[src/rtl/qos_cfg_pkg.sv]
// Package: shared constants, register indices, command codes and the
// per-channel settings entry for the QoS settings command port.
// Assumes a 32-bit host word. Field positions are fixed by the word format.
package qos_cfg_pkg;

    localparam int WORD_W     = 32;
    localparam int CH_FIELD_W = 5;
    localparam int CODE_W     = 3;
    localparam int RATE_W     = 12;
    localparam int BURST_W    = 8;
    localparam int QOS_W      = 4;
    localparam int NUM_CODES  = 4;

    // Command word bit positions
    localparam int BIT_START  = 31;
    localparam int BIT_DIR    = 30;
    localparam int BIT_SRST   = 29;
    localparam int BIT_ERR    = 28;
    localparam int CH_LSB     = 7;
    localparam int CODE_LSB   = 0;

    // Operand word field positions
    localparam int PEAK_LSB   = 20;
    localparam int XACT_LSB   = 4;
    localparam int BURST_LSB  = 16;
    localparam int QOS_LSB    = 0;
    localparam int SRDY_LSB   = 0;

    typedef enum logic [1:0] {
        REG_VERSION = 2'd0,
        REG_HWCFG   = 2'd1,
        REG_CMD     = 2'd2,
        REG_DATA    = 2'd3
    } reg_sel_e;

    typedef enum logic [CODE_W-1:0] {
        CODE_BURST  = 3'd0,
        CODE_RATE   = 3'd1,
        CODE_QOS    = 3'd2,
        CODE_SREADY = 3'd3
    } cmd_code_e;

    typedef struct packed {
        logic [RATE_W-1:0]  peak;
        logic [RATE_W-1:0]  xact;
        logic [BURST_W-1:0] burst;
        logic [QOS_W-1:0]   qos;
        logic               sready;
    } qos_entry_t;

    localparam qos_entry_t ENTRY_DEFAULT = '{
        peak: '0, xact: '0, burst: '0, qos: '0, sready: 1'b1
    };

    // Place one stored setting at its operand-word position, the rest zero
    function automatic logic [WORD_W-1:0] pack_field(
        input logic [CODE_W-1:0] code,
        input qos_entry_t        e
    );
        logic [WORD_W-1:0] w;
        w = '0;
        case (code)
            CODE_BURST:  w[BURST_LSB +: BURST_W] = e.burst;
            CODE_RATE: begin
                w[PEAK_LSB +: RATE_W] = e.peak;
                w[XACT_LSB +: RATE_W] = e.xact;
            end
            CODE_QOS:    w[QOS_LSB +: QOS_W] = e.qos;
            CODE_SREADY: w[SRDY_LSB] = e.sready;
            default:     w = '0;
        endcase
        return w;
    endfunction

endpackage

[src/rtl/qos_cmd_decode.sv]
// Module: qos_cmd_decode
// Checks a pending command for a legal channel index and code, and turns a
// legal store into a one-hot field write enable indexed by the code.
// Assumes NUM_CH <= 32 and that go is high for exactly the execution cycle.
module qos_cmd_decode
    import qos_cfg_pkg::*;
#(
    parameter int NUM_CH = 30
) (
    input  logic                  go,
    input  logic                  dir_store,
    input  logic [CH_FIELD_W-1:0] ch,
    input  logic [CODE_W-1:0]     code,
    output logic                  bad,
    output logic [NUM_CODES-1:0]  field_we
);

    localparam int CODE_SEL_W = $clog2(NUM_CODES);

    logic ch_ok;
    logic code_ok;

    // Legality of the command and the one-hot store enable
    always_comb begin
        ch_ok    = int'(ch) < NUM_CH;
        code_ok  = int'(code) < NUM_CODES;
        bad      = !(ch_ok && code_ok);
        field_we = '0;
        if (go && dir_store && !bad) begin
            field_we[code[CODE_SEL_W-1:0]] = 1'b1;
        end
    end

endmodule

[src/rtl/qos_setting_table.sv]
// Module: qos_setting_table
// Per-channel settings storage. One entry per channel, each written field by
// field. A soft clear or reset restores the defaults. Presents every entry as
// flat vectors and the selected entry for fetches.
// Assumes field_we is one-hot or zero and indexed by command code.
module qos_setting_table
    import qos_cfg_pkg::*;
#(
    parameter int NUM_CH = 30
) (
    input  logic                       clk,
    input  logic                       rst_n,
    input  logic                       soft_clr,
    input  logic [CH_FIELD_W-1:0]      sel_ch,
    input  logic [NUM_CODES-1:0]       field_we,
    input  logic [WORD_W-1:0]          wdata,
    output qos_entry_t                 sel_entry,
    output logic [NUM_CH*RATE_W-1:0]   peak_flat,
    output logic [NUM_CH*RATE_W-1:0]   xact_flat,
    output logic [NUM_CH*BURST_W-1:0]  burst_flat,
    output logic [NUM_CH*QOS_W-1:0]    qos_flat,
    output logic [NUM_CH-1:0]          sready_flat
);

    qos_entry_t ent_all [NUM_CH];

    for (genvar g = 0; g < NUM_CH; g++) begin : g_ch
        qos_entry_t ent_q;
        logic       hit;

        assign hit = (sel_ch == CH_FIELD_W'(g));

        // Hold one channel's settings and apply its field writes
        always_ff @(posedge clk) begin
            if (!rst_n) begin
                ent_q <= ENTRY_DEFAULT;
            end else if (soft_clr) begin
                ent_q <= ENTRY_DEFAULT;
            end else if (hit) begin
                if (field_we[CODE_BURST]) begin
                    ent_q.burst <= wdata[BURST_LSB +: BURST_W];
                end
                if (field_we[CODE_RATE]) begin
                    ent_q.peak <= wdata[PEAK_LSB +: RATE_W];
                    ent_q.xact <= wdata[XACT_LSB +: RATE_W];
                end
                if (field_we[CODE_QOS]) begin
                    ent_q.qos <= wdata[QOS_LSB +: QOS_W];
                end
                if (field_we[CODE_SREADY]) begin
                    ent_q.sready <= wdata[SRDY_LSB];
                end
            end
        end

        assign ent_all[g]                        = ent_q;
        assign peak_flat[g*RATE_W +: RATE_W]     = ent_q.peak;
        assign xact_flat[g*RATE_W +: RATE_W]     = ent_q.xact;
        assign burst_flat[g*BURST_W +: BURST_W]  = ent_q.burst;
        assign qos_flat[g*QOS_W +: QOS_W]        = ent_q.qos;
        assign sready_flat[g]                    = ent_q.sready;
    end

    // Select the addressed entry for a fetch; out-of-range gives the default
    always_comb begin
        sel_entry = ENTRY_DEFAULT;
        for (int i = 0; i < NUM_CH; i++) begin
            if (sel_ch == CH_FIELD_W'(i)) begin
                sel_entry = ent_all[i];
            end
        end
    end

endmodule

[src/rtl/qos_cfg_port.sv]
// Module: qos_cfg_port
// Host-facing mailbox for the per-channel QoS settings: four 32-bit words
// (version, configuration, command, operand). A command with the start flag
// set runs one table access on the next cycle and then clears the flag.
// Assumes one host write per cycle, reads combinational, NUM_CH <= 32.
module qos_cfg_port
    import qos_cfg_pkg::*;
#(
    parameter int          NUM_CH     = 30,
    parameter logic [31:0] VERSION_ID = 32'h0102_0000
) (
    input  logic                       clk,
    input  logic                       rst_n,
    input  logic [1:0]                 host_addr,
    input  logic                       host_wr,
    input  logic [31:0]                host_wdata,
    output logic [31:0]                host_rdata,
    output logic [NUM_CH*RATE_W-1:0]   peak_rate_o,
    output logic [NUM_CH*RATE_W-1:0]   xact_rate_o,
    output logic [NUM_CH*BURST_W-1:0]  burst_o,
    output logic [NUM_CH*QOS_W-1:0]    qos_o,
    output logic [NUM_CH-1:0]          sready_o
);

    localparam logic [31:0] HWCFG_WORD = {16'b0, 8'(NUM_CODES), 8'(NUM_CH)};

    logic                  cmd_en;
    logic                  cmd_dir;
    logic                  cmd_swrst;
    logic                  cmd_err;
    logic [CH_FIELD_W-1:0] cmd_ch;
    logic [CODE_W-1:0]     cmd_code;
    logic [WORD_W-1:0]     data_q;

    logic                  cmd_wr;
    logic                  data_wr;
    logic                  bad;
    logic [NUM_CODES-1:0]  field_we;
    qos_entry_t            sel_entry;
    logic                  fetch_done;
    logic                  wdata_unused;

    assign cmd_wr       = host_wr && (host_addr == REG_CMD) && !cmd_en;
    assign data_wr      = host_wr && (host_addr == REG_DATA);
    assign fetch_done   = cmd_en && !cmd_dir && !bad;
    assign wdata_unused = ^{host_wdata[27:12], host_wdata[6:3]};

    qos_cmd_decode #(.NUM_CH(NUM_CH)) u_decode (
        .go        (cmd_en),
        .dir_store (cmd_dir),
        .ch        (cmd_ch),
        .code      (cmd_code),
        .bad       (bad),
        .field_we  (field_we)
    );

    qos_setting_table #(.NUM_CH(NUM_CH)) u_table (
        .clk         (clk),
        .rst_n       (rst_n),
        .soft_clr    (cmd_swrst),
        .sel_ch      (cmd_ch),
        .field_we    (field_we),
        .wdata       (data_q),
        .sel_entry   (sel_entry),
        .peak_flat   (peak_rate_o),
        .xact_flat   (xact_rate_o),
        .burst_flat  (burst_o),
        .qos_flat    (qos_o),
        .sready_flat (sready_o)
    );

    // Command word: capture host commands, retire accesses, track errors
    always_ff @(posedge clk) begin
        if (!rst_n) begin
            cmd_en    <= 1'b0;
            cmd_dir   <= 1'b0;
            cmd_swrst <= 1'b0;
            cmd_err   <= 1'b0;
            cmd_ch    <= '0;
            cmd_code  <= '0;
        end else if (cmd_wr) begin
            cmd_en    <= host_wdata[BIT_START] && !host_wdata[BIT_SRST];
            cmd_dir   <= host_wdata[BIT_DIR];
            cmd_swrst <= host_wdata[BIT_SRST];
            cmd_err   <= cmd_err && host_wdata[BIT_ERR];
            cmd_ch    <= host_wdata[CH_LSB +: CH_FIELD_W];
            cmd_code  <= host_wdata[CODE_LSB +: CODE_W];
        end else begin
            if (cmd_swrst) begin
                cmd_swrst <= 1'b0;
            end
            if (cmd_en) begin
                cmd_en <= 1'b0;
                if (bad) begin
                    cmd_err <= 1'b1;
                end
            end
        end
    end

    // Operand word: fetched value takes priority over a host write
    always_ff @(posedge clk) begin
        if (!rst_n) begin
            data_q <= '0;
        end else if (fetch_done) begin
            data_q <= pack_field(cmd_code, sel_entry);
        end else if (data_wr) begin
            data_q <= host_wdata;
        end
    end

    // Host read multiplexer
    always_comb begin
        case (host_addr)
            REG_VERSION: host_rdata = VERSION_ID;
            REG_HWCFG:   host_rdata = HWCFG_WORD;
            REG_CMD:     host_rdata = {cmd_en, cmd_dir, cmd_swrst, cmd_err,
                                       16'b0, cmd_ch, 4'b0, cmd_code};
            default:     host_rdata = data_q;
        endcase
    end

endmodule

[config.mk]
export PLATFORM = sky130hd
export DESIGN_NAME = qos_cfg_port
export DESIGN_NICKNAME = d
export VERILOG_FILES = /design/src/rtl/qos_cfg_pkg.sv /design/src/rtl/qos_cmd_decode.sv /design/src/rtl/qos_setting_table.sv /design/src/rtl/qos_cfg_port.sv
export SDC_FILE = /design/constraint.sdc
export NUM_CORES = 2
export LEC_CHECK = 0
export BUFFER_PORTS_ARGS = -buffer_cell sky130_fd_sc_hd__buf_4
export CAP_MARGIN = 25
export CORE_AREA = 2 2 463 465
export DETAILED_ROUTE_END_ITERATION = 10
export DIE_AREA = 0 0 465 467
export GPL_ROUTABILITY_DRIVEN = 1
export SETUP_SLACK_MARGIN = 0.2
export SLEW_MARGIN = 20
export SYNTH_ARGS = -nofsm -noshare
export SYNTH_HDL_FRONTEND = slang
export SYNTH_SLANG_ARGS = --single-unit
[constraint.sdc]
create_clock -name clk -period 3.1 [get_ports clk]
set_clock_uncertainty 0.1 [all_clocks]
set_input_delay 0.155 -clock clk [delete_from_list [all_inputs] [get_ports clk]]
set_output_delay 0.155 -clock clk [all_outputs]
set_load 0.05 [all_outputs]
# Word-level counts from Yosys, hierarchy flattened
# Cells that the tools add are included.
# Widths: inputs -> output; s select.
totals:
  reg_bits: 1154
  elab_cells: 385
op_classes:
  magnitude_cmp: 4
  eq_ne: 36
  n_mux: 45
  n_bitwise: 1
  reduce_logical: 142
op_table:
  columns: ["op", "n"]
  rows:
  - ["$mux 37", 30]
  - ["$reduce_and 2->1", 122]
  - ["$pmux 32 s3", 1]
  - ["$eq 5x5->1 const B", 14]
  - ["$mux 32", 2]
  - ["$eq 5x4->1 const B", 8]
  - ["$eq 5x3->1 const B", 4]
  - ["$mux 12", 1]
  - ["$logic_and 1x1->1", 11]
  - ["$eq 5x2->1 const B", 2]
  - ["$mux 4", 2]
  - ["$mux 8", 1]
  - ["$pmux 4 s2", 1]
  - ["$eq 3x2->1 const B", 2]
  - ["$eq 5x1->1 const B", 1]
  - ["$logic_not 5->1", 1]
  - ["$lt 5x5->1 const B", 1]
  - ["$eq 2x2->1 const B", 2]
  - ["$mux 1", 4]
  - ["$reduce_bool 2->1", 2]
  - ["$eq 3x1->1 const B", 1]
  - ["$logic_not 1->1", 3]
  - ["$logic_not 3->1", 1]
  - ["$lt 2x3->1 const B", 1]
  - ["10 further kinds", 10]

# Depth between registers and ports, before layout
depth:
  word_depth: 33
  mapped_depth: 12

# By module
# From an unflattened synthesis, not the netlist that was laid out.
hier_totals:
  hier_cells: 6907
  hier_area_um2: 51380.5
modules_own_cells:
  columns: ["module", "instances", "cells_per_inst", "area_each_um2", "seq_area_each_um2"]
  rows:
  - ["qos_setting_table", 1, 6663, 49072.1, 22221.3]
  - ["qos_cfg_port", 1, 236, 2254.7, 880.8]
  - ["qos_cmd_decode", 1, 8, 53.8, 0.0]

# Least setup slack after synthesis
# OpenSTA, ideal clock, no wires.
synth_path:
  path_type: "input -> output"
  startpoint: "in host_addr[0]"
  endpoint: "out host_rdata[3]"
  arrival_time_ns: 2.290
  setup_slack_ns: 0.555
  cell_stages: 4
  n_path_buf: 3
  cell_sequence: "clkbuf_1 > buf_1 > clkbuf_1 > a21boi_0"
synth_via:
  elab_chain_len: 2
  word_cells_on_any_way: 4
  cone_classes: "2 x eq/ne; 1 x mux; 1 x reduce/logical"
synth_lines:
  columns: ["element", "line", "rtl"]
  rows:
  - ["from (decl)", "qos_cfg_port.sv:14", "input logic [1:0] host_addr,"]
  - ["$eq 2x2->1 (tied with other cells)", "qos_cfg_port.sv:114", "case (host_addr)"]
  - ["$pmux 32 s3 *", "qos_cfg_port.sv:114", null]
  - ["to (decl)", "qos_cfg_port.sv:17", "output logic [31:0] host_rdata,"]
# Mark *: on every way between the ends. The rest lies on a longest branch, timed or not.

# Worst setup path in the final report
layout_path:
  startpoint: "reg cmd_ch[1]"
  endpoint: "reg data_q[26]"
layout_via:
  elab_chain_len: 33
  word_cells_on_any_way: 66
  cone_classes: "1 x order compare; 29 x eq/ne; 32 x mux; 4 x reduce/logical"
layout_lines:
  columns: ["element", "line", "rtl"]
  rows:
  - ["from (decl)", "qos_cfg_port.sv:31", "logic [CH_FIELD_W-1:0] cmd_ch;"]
  - ["from (signal assigned)", "qos_cfg_port.sv:86", "cmd_ch <= host_wdata[CH_LSB +: CH_FIELD_W];"]
  - ["$logic_not 5->1", "qos_setting_table.sv:68", "if (sel_ch == CH_FIELD_W'(i)) begin"]
  - ["$mux 37 (30 in a row)", "qos_setting_table.sv:68", null]
  - ["$mux 8", "qos_cfg_pkg.sv:62", "case (code)"]
  - ["$mux 32", "qos_cfg_port.sv:105", "end else if (fetch_done) begin"]
  - ["to (signal assigned)", "qos_cfg_port.sv:106", "data_q <= pack_field(cmd_code, sel_entry);"]
  - ["to (signal assigned)", "qos_cfg_port.sv:108", "data_q <= host_wdata;"]
  - ["to (decl)", "qos_cfg_port.sv:33", "logic [WORD_W-1:0] data_q;"]
# Parallel ways exist; a longest one is shown, timed or not.
# A chain may end at the register's enable or synchronous reset.

==> impl_metrics.py <==
metrics = {
    "outcome": {
        "status": "finished clean",
    },
    "job": {
        "maxCapViolations": 0,
    },
    "clock_tree": {
        "cts_tree": "done",
        "htree_levels": 4,
        "cts_inserted_buffers": 139,
        "insertion_delay_ns": 0.86,
        "clk_path_buf_depth": 3,
        "cts_root_buf": "clkbuf_16",
        "cts.sinks": 1154,
        "clk_pin_slew_worst_paths_ns": 0.06,
    },
    "detailed_routing": {
        "wl_mm": 428,
        "drt_iter0_markers": 10000,
        "drtAntennaViolNets": 0,
        "wl_per_cell_um": 39.4,
        "post_drt_via_cell_ratio": 5.74,
        "drt_drc_violations_left": 0,
        "num_vias": 62400,
        "dr.pass1.iters": 10,
    },
    "grt": {
        "grt_max_degree": 141,
        "grtUsageMet3": 0.187,
        "top_usage_layer": "met2",
        "grt_util_all_layers": 0.374,
        "grt_pass1_vias": 55600,
        "overflow": 0,
        "grt_util_met1": 0.455,
        "antenna_found_initial": 27,
        "grt_pass1_wl_mm": 550,
        "use_met2": 0.527,
    },
    "timing": {
        "rsz0062_at_grt": "true",
        "setup_violations": 0,
        "drv_slew": 0,
        "fmax_ghz": 0.337,
        "max_slew_margin": 0.235,
        "fin_crit_ns": 2.97,
        "max_slew.worst_pin.slew_ns": 1.14,
        "finalCritPeriodShare": 0.957,
        "hold_viol": 0,
    },
    "power": {
        "leakage_nw": 26.5,
        "p_per_area_nw_per_um2": 487,
        "ir_worst_vdd_uv": 565,
        "total_power_mw": 34.7,
    },
    "setup_path": {
        "path_class": "flop to flop",
        "cp.depth": 9,
        "slowest_stage": "a211oi_1",
        "worst-r2r-cell-count": 9,
        "setup.worst_path.start": "cmd_ch[1]",
        "cp.arrival_ns": 3.59,
        "max_stage_delay_ns": 0.75,
        "reg2reg_from": "cmd_ch[1]",
        "critPathTopFamily": "compound AO/OA/AOI/OAI gates",
        "critPathRequiredTime_ns": 3.73,
        "cp_num_buf_inv": 2,
        "cp-start-kind": "flop",
        "crit_path_end_kind": "flop",
        "critPathMaxFanout": 15,
        "crit_path_end": "data_q[26]",
        "cp_cell_sequence": "buf_4 > bufbuf_16 > nand2b_1 > nand3_1 > a21o_1 > nand3_1 > a211oi_1 > or4_1 > a21oi_1",
        "r2r_end": "data_q[26]",
        "cp_common_cell": "nand3_1",
        "r2r_slack_ns": 0.13,
    },
    "synth": {
        "yosys.area.top_type": "dfxtp_1",
        "synth_cell_types": 76,
        "ys_warn_count": 0,
        "syn_nets": 6693,
        "yosys.cell_count.top_type": "nand2_1",
        "ys.flop_type": "dfxtp_1",
        "syn_area_um2": 49700,
        "synth-async-reset-ratio": 0,
        "synthTopCellsByCount": "nand2_1, a21oi_1, dfxtp_1, nand3_1, clkbuf_1",
        "yosysSeqAreaShare": 0.465,
        "syn_inst": 6656,
        "synthTopCellsByArea": "dfxtp_1, nand2_1, a21oi_1, nand3_1, a22oi_1",
        "avgSynthCellArea_um2": 7.46,
        "synth_edf_count": 0,
        "ys_ff_latch": 1154,
        "synth.top_cell.area_share": 0.465,
    },
    "placement": {
        "dp_hpwl_mm": 333,
        "io_buffer_count": 1178,
        "dpl.cell_count": 10500,
        "gp_congestion": 1.02,
    },
    "floorplan": {
        "die_h_um": 467,
        "initial_core_util": 0.235,
        "ios": 1179,
        "core.rowCount": 169,
        "die_area_um2": 217000,
        "die_w_um": 465,
        "coreArea_um2": 212000,
    },
    "cells_and_area": {
        "final_core_util": 0.337,
        "area_growth_pct": 43.4,
        "stdcell_count": 10900,
        "nets": 7971,
        "drive_gt1_frac": 0.267,
    },
    "min_path": {
        "holdPathStages": 6,
        "hold_path.class": "input port to flop",
    },
}
[placed cells by master (no fill, tap or decap), types with 19 or more instances in the layout]
cell type,count
dfxtp_1,1135
clkbuf_1,25
a22o_1,25
o22ai_1,44
nor2_1,76
dlygate4sd3_1,46
o21ai_0,121
buf_4,1593
nor2b_1,21
nand2_2,22
nor2_4,47
and3_1,48
nor3_1,32
a22oi_1,271
clkinv_2,19
a221oi_1,41
clkbuf_8,26
nand3_1,442
nand2_1,2104
nand4_1,25
clkbuf_16,144
a21oi_1,1169
buf_12,114
a222oi_1,22
[cell type report]
cell class	count	area, um2
multi-input cells	4856	24600
well taps	2821	3530
flip-flops and latches	1154	23100
diodes	4	10.0
clock inverters	59	978
clock buffers	192	3980
fillers	22300	140000
inverters	9	33.8
repair buffers	1774	15000
[where the power goes]
| group | switching, mW | internal [mW] |
|---|---|---|
| Sequential | 0.0729 | 14.8 |
| Combinational | 1.22 | 0.430 |
| Clock | 7.56 | 10.6 |
[through the flow]
stage / setup WS (ns) / setup TNS (ns) / area (um2) / hold slack, ns
final: 0.132 / 0 / 71300 / 0.158
after global routing: 0.150 / 0 / 71300 / 0.130
after CTS: 0.0650 / 0 / 70600 / 0.0822
after detailed placement: -0.426 / -1.05 / 64800 / 0.338
after global placement: -0.344 / -1.08 / 64800 / 0.334
after floorplan: 0.555 / 0 / 49700 / 0.191
[per-layer routing]
layer	up-vias	wire length, um
met4	18	31700
met1	30800	159000
li1	25600	-
met5	-	112
met3	945	67500
met2	5037	170000
[state kept, by name, indices dropped and copies added, names as in the netlist, 3 cells and up]
register             count
u_table.peak_flat      360
u_table.xact_flat      360
u_table.burst_flat     240
u_table.qos_flat       120
data_q                  32
u_table.sready_flat     30
cmd_ch                   5
cmd_code                 3
[tightest hold or removal path, delay by kind of cell]
kind / cells / cell delay (ns)
simple gates: 4 / 0.64
buf+inv: 1 / 0.19
compound gates: 1 / 0.05
[cell families (layout without fill, tap and decap cells)]
group / count (synthesis) / in the layout / share of synthesized area
flip-flops: 1154 / 1154 / 0.465
AO/OA/AOI/OAI: 1902 / 1902 / 0.227
other: 0 / 4 / 0
multiplexers: 17 / 17 / 0.00370
buffers and inverters: 646 / 2034 / 0.0559
AND/OR/NAND/NOR: 2937 / 2937 / 0.249
[how the worst min path moves through the flow]
stage,from,end,slack (ns)
floorplan,host_wdata[10],cmd_ch[3],0.19
global placement,host_wdata[1],cmd_code[1],0.33
detailed placement,host_wdata[29],cmd_swrst,0.34
CTS,host_addr[0],data_q[20],0.08
global route,host_addr[0],data_q[20],0.13
finish,host_addr[0],data_q[20],0.16
[what timing repair did]
action | CTS | global route
hold buffers | 46 | 0
hold endpoints to repair | 56 | 0
buffers inserted | 9 | 31
resized for setup | 50 | 72
cloned | 1 | 3
pin swaps | 14 | 30
setup endpoints to repair | 27 | 93
Power figures use the tool's default switching activity.
